[config.mk]
export PLATFORM = sky130hd
export DESIGN_NAME = irq_dest_mask
export DESIGN_NICKNAME = d
export VERILOG_FILES = /design/src/rtl/irq_dest_pkg.sv /design/src/rtl/irq_agent_match.sv /design/src/rtl/irq_lowest_pick.sv /design/src/rtl/irq_dest_mask.sv
export SDC_FILE = /design/constraint.sdc
export NUM_CORES = 1
export LEC_CHECK = 0
export ABC_AREA = 0
export CORE_AREA = 2 2 288 290
export CTS_CLUSTER_SIZE = 20
export DETAILED_ROUTE_END_ITERATION = 10
export DIE_AREA = 0 0 290 292
export PLACE_DENSITY_LB_ADDON = 0.25
export RECOVER_POWER = 25
export SLEW_MARGIN = 20
export SYNTH_ARGS = -nofsm -noshare
export SYNTH_HDL_FRONTEND = slang
export SYNTH_SLANG_ARGS = --single-unit
[constraint.sdc]
create_clock -name clk -period 0.8 [get_ports clk]
set_input_delay 0.16 -clock clk [delete_from_list [all_inputs] [get_ports clk]]
set_output_delay 0.16 -clock clk [all_outputs]
set_load 0.02 [all_outputs]
[src/rtl/irq_dest_pkg.sv]
package irq_dest_pkg;
    localparam logic [2:0] MODE_LOWPRI = 3'd1;
    localparam logic [2:0] MODE_INIT   = 3'd5;
    localparam logic [3:0] FMT_CLUSTER = 4'h0;
    localparam logic [3:0] FMT_FLAT    = 4'hF;

    typedef enum logic [1:0] {
        SH_FIELD    = 2'd0,
        SH_SELF     = 2'd1,
        SH_ALL      = 2'd2,
        SH_ALL_BUT  = 2'd3
    } shorthand_e;
endpackage

[src/rtl/irq_agent_match.sv]
module irq_agent_match
    import irq_dest_pkg::*;
#(
    parameter int ID_W  = 8,
    parameter int FMT_W = 4
) (
    input  logic [ID_W-1:0]  dest,
    input  logic             present,
    input  logic [ID_W-1:0]  phys_id,
    input  logic [ID_W-1:0]  log_id,
    input  logic [FMT_W-1:0] fmt,
    output logic             hit_phys,
    output logic             hit_log
);
    localparam int HALF = ID_W / 2;

    logic grp_eq;
    logic mem_any;

    always_comb begin
        grp_eq   = (dest[ID_W-1:HALF] == log_id[ID_W-1:HALF]);
        mem_any  = |(dest[HALF-1:0] & log_id[HALF-1:0]);
        hit_phys = present && (phys_id == dest);
        if (fmt == FMT_W'(FMT_FLAT)) begin
            hit_log = present && (|(dest & log_id));
        end else if (fmt == FMT_W'(FMT_CLUSTER)) begin
            hit_log = present && grp_eq && mem_any;
        end else begin
            hit_log = 1'b0;
        end
    end
endmodule

[src/rtl/irq_lowest_pick.sv]
module irq_lowest_pick #(
    parameter int W = 32
) (
    input  logic [W-1:0] vec_in,
    output logic [W-1:0] vec_out
);
    always_comb begin
        vec_out = vec_in & (~vec_in + W'(1));
    end
endmodule

[src/rtl/irq_dest_mask.sv]
module irq_dest_mask
    import irq_dest_pkg::*;
#(
    parameter int N_AGENTS = 32,
    parameter int ID_W     = 8,
    parameter int FMT_W    = 4,
    parameter int IDX_W    = $clog2(N_AGENTS)
) (
    input  logic                      clk,
    input  logic                      rst_n,
    input  logic                      req_valid,
    input  logic [ID_W-1:0]           req_dest,
    input  logic                      req_logical,
    input  logic [1:0]                req_shorthand,
    input  logic [IDX_W-1:0]          req_sender,
    input  logic [2:0]                req_mode,
    input  logic                      req_trigger,
    input  logic                      req_level,
    input  logic [N_AGENTS-1:0]       agent_present,
    input  logic [N_AGENTS*ID_W-1:0]  agent_phys_id,
    input  logic [N_AGENTS*ID_W-1:0]  agent_log_id,
    input  logic [N_AGENTS*FMT_W-1:0] agent_fmt,
    output logic                      out_valid,
    output logic [N_AGENTS-1:0]       out_mask,
    output logic [2:0]                out_mode,
    output logic                      out_arb_sync
);
    localparam logic [ID_W-1:0]     BCAST_ID = {ID_W{1'b1}};
    localparam logic [N_AGENTS-1:0] ONE_HOT0 = N_AGENTS'(1);

    typedef struct packed {
        logic                valid;
        logic [N_AGENTS-1:0] mask;
        logic [2:0]          mode;
        logic                arb_sync;
    } result_t;

    result_t res_d, res_q;

    logic [N_AGENTS-1:0] phys_hits;
    logic [N_AGENTS-1:0] log_hits;
    logic [N_AGENTS-1:0] phys_first;
    logic [N_AGENTS-1:0] target;
    logic [N_AGENTS-1:0] target_first;

    for (genvar gi = 0; gi < N_AGENTS; gi++) begin : g_agent
        irq_agent_match #(
            .ID_W  (ID_W),
            .FMT_W (FMT_W)
        ) u_match (
            .dest     (req_dest),
            .present  (agent_present[gi]),
            .phys_id  (agent_phys_id[gi*ID_W +: ID_W]),
            .log_id   (agent_log_id[gi*ID_W +: ID_W]),
            .fmt      (agent_fmt[gi*FMT_W +: FMT_W]),
            .hit_phys (phys_hits[gi]),
            .hit_log  (log_hits[gi])
        );
    end

    irq_lowest_pick #(.W(N_AGENTS)) u_phys_first (
        .vec_in  (phys_hits),
        .vec_out (phys_first)
    );

    irq_lowest_pick #(.W(N_AGENTS)) u_lowpri (
        .vec_in  (target),
        .vec_out (target_first)
    );

    always_comb begin
        logic [N_AGENTS-1:0] self_oh;
        logic [N_AGENTS-1:0] field_sel;
        self_oh = ONE_HOT0 << req_sender;
        if (req_logical) begin
            field_sel = log_hits;
        end else if (req_dest == BCAST_ID) begin
            field_sel = agent_present;
        end else begin
            field_sel = phys_first;
        end
        case (shorthand_e'(req_shorthand))
            SH_SELF:    target = self_oh & agent_present;
            SH_ALL:     target = agent_present;
            SH_ALL_BUT: target = agent_present & ~self_oh;
            default:    target = field_sel;
        endcase
    end

    always_comb begin
        res_d       = res_q;
        res_d.valid = 1'b0;
        if (req_valid) begin
            res_d.valid    = 1'b1;
            res_d.mode     = req_mode;
            res_d.mask     = (req_mode == MODE_LOWPRI) ? target_first : target;
            res_d.arb_sync = (req_mode == MODE_INIT) && !req_level && req_trigger;
        end
    end

    always_ff @(posedge clk or negedge rst_n) begin
        if (!rst_n) begin
            res_q <= '0;
        end else begin
            res_q <= res_d;
        end
    end

    assign out_valid    = res_q.valid;
    assign out_mask     = res_q.mask;
    assign out_mode     = res_q.mode;
    assign out_arb_sync = res_q.arb_sync;
endmodule

# --- Yosys cells after proc, flatten, opt, wreduce, memory -nomap -nowiden ---
# Index checks and enable logic that the tools add are counted.
# W data, S select, Z words.
word_totals:
  register_bits: 37
  in_bits: 696
  out_inout_bits: 37
  elab_cells: 476
classes:
  add_sub_neg: 2
  n_eq_ne: 102
  shift: 1
  muxes: 69
  n_bitwise: 71
  n_reduce_logical: 227
op_table:
  columns: ["op", "n"]
  rows:
  - ["$and A8 B8 Y8", 32]
  - ["$eq A8 B8 Y1", 32]
  - ["$reduce_or A8 Y1", 32]
  - ["$logic_and A1 B1 Y1", 130]
  - ["$and A32 B32 Y32", 4]
  - ["$and A4 B4 Y4", 32]
  - ["$eq A4 B4 Y1", 32]
  - ["$eq A4 B4 Y1 const B", 32]
  - ["$logic_not A4 Y1", 32]
  - ["$reduce_or A4 Y1", 32]
  - ["$mux W32", 3]
  - ["$not A32 Y32", 3]
  - ["$pmux W32 S3", 1]
  - ["$add A32 B1 Y32 const B", 2]
  - ["$mux W1", 64]
  - ["$mux W37", 1]
  - ["$shl A1 B5 Y32 const A", 1]
  - ["$eq A8 B8 Y1 const B", 1]
  - ["$eq A2 B2 Y1 const B", 2]
  - ["$eq A3 B1 Y1 const B", 1]
  - ["$eq A3 B3 Y1 const B", 1]
  - ["$eq A2 B1 Y1 const B", 1]
  - ["$logic_not A1 Y1", 1]

# --- Logic depth before layout (Yosys ltp) ---
logic_depth:
  ltp_word: 13
  depth_mapped: 16
  depth_no_buf: 11

# --- Modules after synthesis ---
# A second synthesis with hierarchy kept.
hier_totals:
  cells_unflattened: 1352
  area_unflattened_um2: 10882.9
modules_own_cells:
  columns: ["mod", "n_inst", "cells_per_inst", "area_per_inst_um2", "seq_area_each_um2"]
  rows:
  - ["irq_agent_match", 32, 24, 207.7, 0.0]
  - ["irq_dest_mask", 1, 430, 3333.2, 925.9]
  - ["irq_lowest_pick", 2, 77, 451.7, 0.0]

# --- Least setup slack after synthesis ---
# OpenSTA, ideal clock, no wires.
synth_path:
  kind: "input -> register"
  startpoint: "input port req_shorthand[0]"
  endpoint: "register res_q (netlist bit out_mask[25])"
  setup_ns: 0.104
  arrival_time_ns: 3.074
  t_required_ns: 0.696
  slack_ns: -2.378
  cell_stages: 11
  n_path_buf: 1
  path_cell_list: "buf_2 > nor4bb_1 > nand2_1 > mux2_2 > a21boi_1 > or4_1 > a311o_1 > or4_1 > and4bb_2 > a21oi_2 > o41ai_2"
synth_via:
  elab_chain_len: 6
  elab_cells_between_ends: 8
  cone_classes: "1 x add/sub; 3 x eq/ne; 2 x mux; 2 x bitwise"
synth_lines:
  columns: ["item", "line", "text"]
  rows:
  - ["start: declaration", "irq_dest_mask.sv:14", "input logic [1:0] req_shorthand,"]
  - ["$eq A2 B2 Y1 or $eq A2 B1 Y1 (tied branches)", "irq_dest_mask.sv:82", "case (shorthand_e'(req_shorthand))"]
  - ["$pmux W32 S3 *", "irq_dest_mask.sv:82", null]
  - ["$not A32 Y32", "irq_lowest_pick.sv:8", "vec_out = vec_in & (~vec_in + W'(1));"]
  - ["$add A32 B1 Y32", "irq_lowest_pick.sv:8", null]
  - ["$and A32 B32 Y32", "irq_lowest_pick.sv:8", null]
  - ["$mux W32 *", "irq_dest_mask.sv:96", "res_d.mask = (req_mode == MODE_LOWPRI) ? target_first : target;"]
  - ["end signal: assignment", "irq_dest_mask.sv:105", "res_q <= res_d;"]
  - ["end: declaration", "irq_dest_mask.sv:38", "result_t res_d, res_q;"]
# Mark *: on every way between the ends. The rest lies on a longest branch, timed or not.
# A chain may end at the register's enable or synchronous reset.

# --- Worst setup path after layout ---
layout_path:
  startpoint: "input port req_dest[7]"
  endpoint: "register res_q (netlist bit out_mask[25])"
layout_via:
  elab_chain_len: 12
  elab_cells_between_ends: 271
  cone_classes: "2 x add/sub; 53 x eq/ne; 56 x mux; 30 x bitwise; 130 x reduce/logical"
layout_lines:
  columns: ["item", "line", "text"]
  rows:
  - ["start: declaration", "irq_dest_mask.sv:12", "input logic [ID_W-1:0] req_dest,"]
  - ["$eq A8 B8 Y1", "irq_agent_match.sv:23", "hit_phys = present && (phys_id == dest);"]
  - ["$logic_and A1 B1 Y1", "irq_agent_match.sv:23", null]
  - ["$not A32 Y32", "irq_lowest_pick.sv:8", null]
  - ["$add A32 B1 Y32", "irq_lowest_pick.sv:8", null]
  - ["$and A32 B32 Y32", "irq_lowest_pick.sv:8", null]
  - ["$mux W32", "irq_dest_mask.sv:77", "end else if (req_dest == BCAST_ID) begin"]
  - ["$mux W32 *", "irq_dest_mask.sv:75", "if (req_logical) begin"]
  - ["$pmux W32 S3 *", "irq_dest_mask.sv:82", null]
  - ["$not A32 Y32", "irq_lowest_pick.sv:8", null]
  - ["$add A32 B1 Y32", "irq_lowest_pick.sv:8", null]
  - ["$and A32 B32 Y32", "irq_lowest_pick.sv:8", null]
  - ["$mux W32 *", "irq_dest_mask.sv:96", null]
# Marked as above.

==> metrics.md <==
| Metric | Value |
|---|---|
| Setup TNS | `-74.08 ns` |
| Area Growth Syn to Fin | `126%` |
| Initial antenna violation count | `16` |
| Final Hold Vio Count | `0` |
| Die Span X | `290 um` |
| IO Count | `733` |
| Starting Density | `12.7%` |
| Min-delay worst type | `in2async` |
| Critical R2R Capture | `out_mask[27]` |
| Post-synth top cells | `xnor2_1 (181), ha_1 (128), nand2_1 (97), xor2_1 (87), nor4_1 (71)` |
| Vias in the first global route | `16200` |
| Clk slew on worst S/H paths | `0.06 ns` |
| Drt pass-1 iters | `5` |
| GRT overflow | `0` |
| Post-Synth Adder-Cell Area | `15.4%` |
| # setup viols final | `73` |
| Leak | `9.01 nW` |
| Avg Inst Size Synth | `7.92 um2` |
| Via density | `4.34` |
| WL final | `81100 um` |
| Status | `complete, but fails checks` |
| Placed cell count | `3345` |
| Peak supply drop | `0.874 mV` |
| RSZ-0062 raised after global routing | `true` |
| Worst Slack Setup Final | `-2.46 ns` |
| Count of input and output buffers | `732` |
| Max cap viols | `0` |
| DP HPWL | `71400 um` |
| Slew @ Worst Pin | `0.638 ns` |
| Layout cell share with drive strength beyond 1 | `26.1%` |
| Flops & latches, synth | `37` |
| Pwr/cell area | `681 nW/um2` |
| Min Tclk post-route | `3.26 ns` |
| Core area | `81600 um2` |
| Routing usage on met3 | `2.86%` |
| Reg2reg path depth | `3` |
| Crit-path max FO | `6` |
| Mapped Cells | `1310` |
| Post-Layout Cell Count | `3418` |
| Distinct cells, synth | `89` |
| H-tree depth | `2` |
| Failing checks | `setup timing` |
| Wire length per cell | `23.7 um` |
| Clk buf depth | `2` |
| Setup CP Type | `in2reg` |
| Yosys top cell area share | `15.4%` |
| Fmax | `0.307 GHz` |
| Insertion delay of the later-clocked pin in the worst-skew pair | `0.28 ns` |
| R2r setup slk | `-0.13 ns` |
| Post-route ant nets | `0` |
| Root Buffer | `clkbuf_16` |
| Xor and xnor area share after synthesis | `22.6%` |
| Rel. slew slack | `57.2%` |
| Drt drc | `0` |
| Met2 usage | `33.3%` |
| FF-to-FF Start | `out_mask[27]` |
| Synth Net Count | `2134` |
| Rows | `105` |
| Asr flop ratio synth | `100%` |
| EDFF count, synth | `0` |
| Critical Path Sink Type | `flop` |
| Final slew viol count | `0` |
| Largest net degree at the start of global routing | `40` |
| Post-synthesis simple-gate area fraction | `26.8%` |
| First-pass GRT wire length | `113000 um` |
| Die ar. | `84700 um2` |
| Worst path required time | `0.97 ns` |
| Main flop type after synthesis | `dfrtp_1` |
| Crit path DAT | `3.44 ns` |
| CTS tree | `built` |
| Top post-synthesis cells by area | `ha_1 (15%), xnor2_1 (15%), dfrtp_1 (8.9%)` |
| Fillers | `8656` |
| Mapped Area | `10400 um2` |
| Via count | `14800` |
| Final core occ | `28.8%` |
| Fin nets | `3163` |
| Final period utilization | `408%` |
| Clk sink count | `37` |
| Most Used Layer, Global Route | `met2` |
| Num CTS Buffers | `5` |
| Count leader, synth | `xnor2_1` |
| Post-synthesis sequential area ratio | `8.92%` |
| Die Ht | `292 um` |
| Synth warnings | `0` |
| Tot GR Track Use | `18.2%` |
| Routing usage on met1 | `22.6%` |
| Area leader, netlist | `ha_1` |
| Area fraction in compound gates after synthesis | `20.4%` |
| Largest family of logic cells by synthesized area | `simple AND/OR/NAND/NOR gates` |
| Critical Path Start Type | `input pin` |
| GP Congestion | `0.919` |
| Mux cell area share after synthesis | `1.01%` |
| Skew final | `0 ns` |
| Starting DRT DRC Count | `546` |
| Dpl ws | `-3.27 ns` |
==> layer usage <==
metal / routed length, um / vias to the layer above
met3: 3720 / 79
met4: 1680 / 10
met5: 58 / -
met1: 34800 / 7128
met2: 40800 / 486
li1: - / 7123
==> per-stage QoR <==
step / hold slack (ns) / cell area [um2] / power [mW]
after CTS: 0.385 / 23000 / 15.8
after detailed placement: 0.140 / 21700 / 12.8
after global routing: 0.469 / 23500 / 17.0
final: 0.418 / 23500 / 16.0
after global placement: 0.138 / 21700 / 12.6
after floorplan: -0.136 / 10700 / 5.77
==> worst max-delay path, cell delays in order <==
cell      delay, ns
buf_12         0.11
ha_4           0.15
nor4_4         0.27
nor2_1         0.07
o211ai_1       0.34
buf_4          0.18
a21boi_2       0.05
or4_4          0.51
a311o_1        0.33
or4_4          0.51
and4bb_4       0.40
a21oi_2        0.10
o41ai_2        0.23
==> how the worst max path moves through the flow <==
stage	from	end	slack (ns)	cells past startpoint
finish	req_dest[7]	out_mask[25]	-2.46	13
global route	req_dest[7]	out_mask[30]	-2.52	13
CTS	req_dest[7]	out_mask[30]	-2.53	13
detailed placement	agent_log_id[70]	out_mask[28]	-3.27	13
global placement	agent_log_id[70]	out_mask[30]	-3.29	13
floorplan	req_dest[4]	out_mask[30]	-2.07	12
==> power by group <==
part           internal, mW  switching [mW]
sequential             2.04           0.177
clock                  1.56           0.755
combinational          6.69            4.77
total                  10.3            5.70
==> logic make-up after synthesis <==
logic type	count (synthesis)
mux	10
xor+xnor	268
compound gates	298
fa+ha+maj	128
simple gates	487
buf+inv	82
flops	37
==> layout make-up <==
type / instances / area [um2] / share of cell area, %
multi-input combinational: 1191 / 10200 / 43.5
inverter: 14 / 52.6 / 0.224
antenna: 8 / 20.0 / 0.0853
clock buffer: 7 / 143 / 0.608
sequential: 37 / 935 / 3.98
tap: 1070 / 1340 / 5.71
clock inverter: 1 / 30.0 / 0.128
timing repair buffer: 1090 / 10700 / 45.8
==> timing repair <==
| action | in CTS | in global routing |
|---|---|---|
| gates cloned | 2 | 0 |
| setup endpoints to repair | 73 | 70 |
| buffers inserted | 42 | 16 |
| hold buffers | 1 | 0 |
| resized for setup | 251 | 85 |
| endpoints found under the hold margin | 37 | 0 |
| pin swaps | 62 | 51 |
==> state kept, by name (all words and copies together), names as in the netlist <==
register      count
out_mask         32
out_arb_sync      1
out_mode          3
out_valid         1
==> cell usage in the layout (no fill, tap or decap), types with 30 or more instances in the layout <==
cell type	count
nor3_1	30
xnor2_1	171
nand2_1	91
xor2_1	86
a22oi_1	47
nand4_1	60
clkdlybuf4s50_1	641
buf_4	306
dfrtp_1	30
o21ai_0	42
buf_6	34
ha_1	104
buf_12	57
nor2_1	49
or4_1	31
nor4_1	56
nand3_1	36
Note: power is estimated with default switching activity, not from simulation.
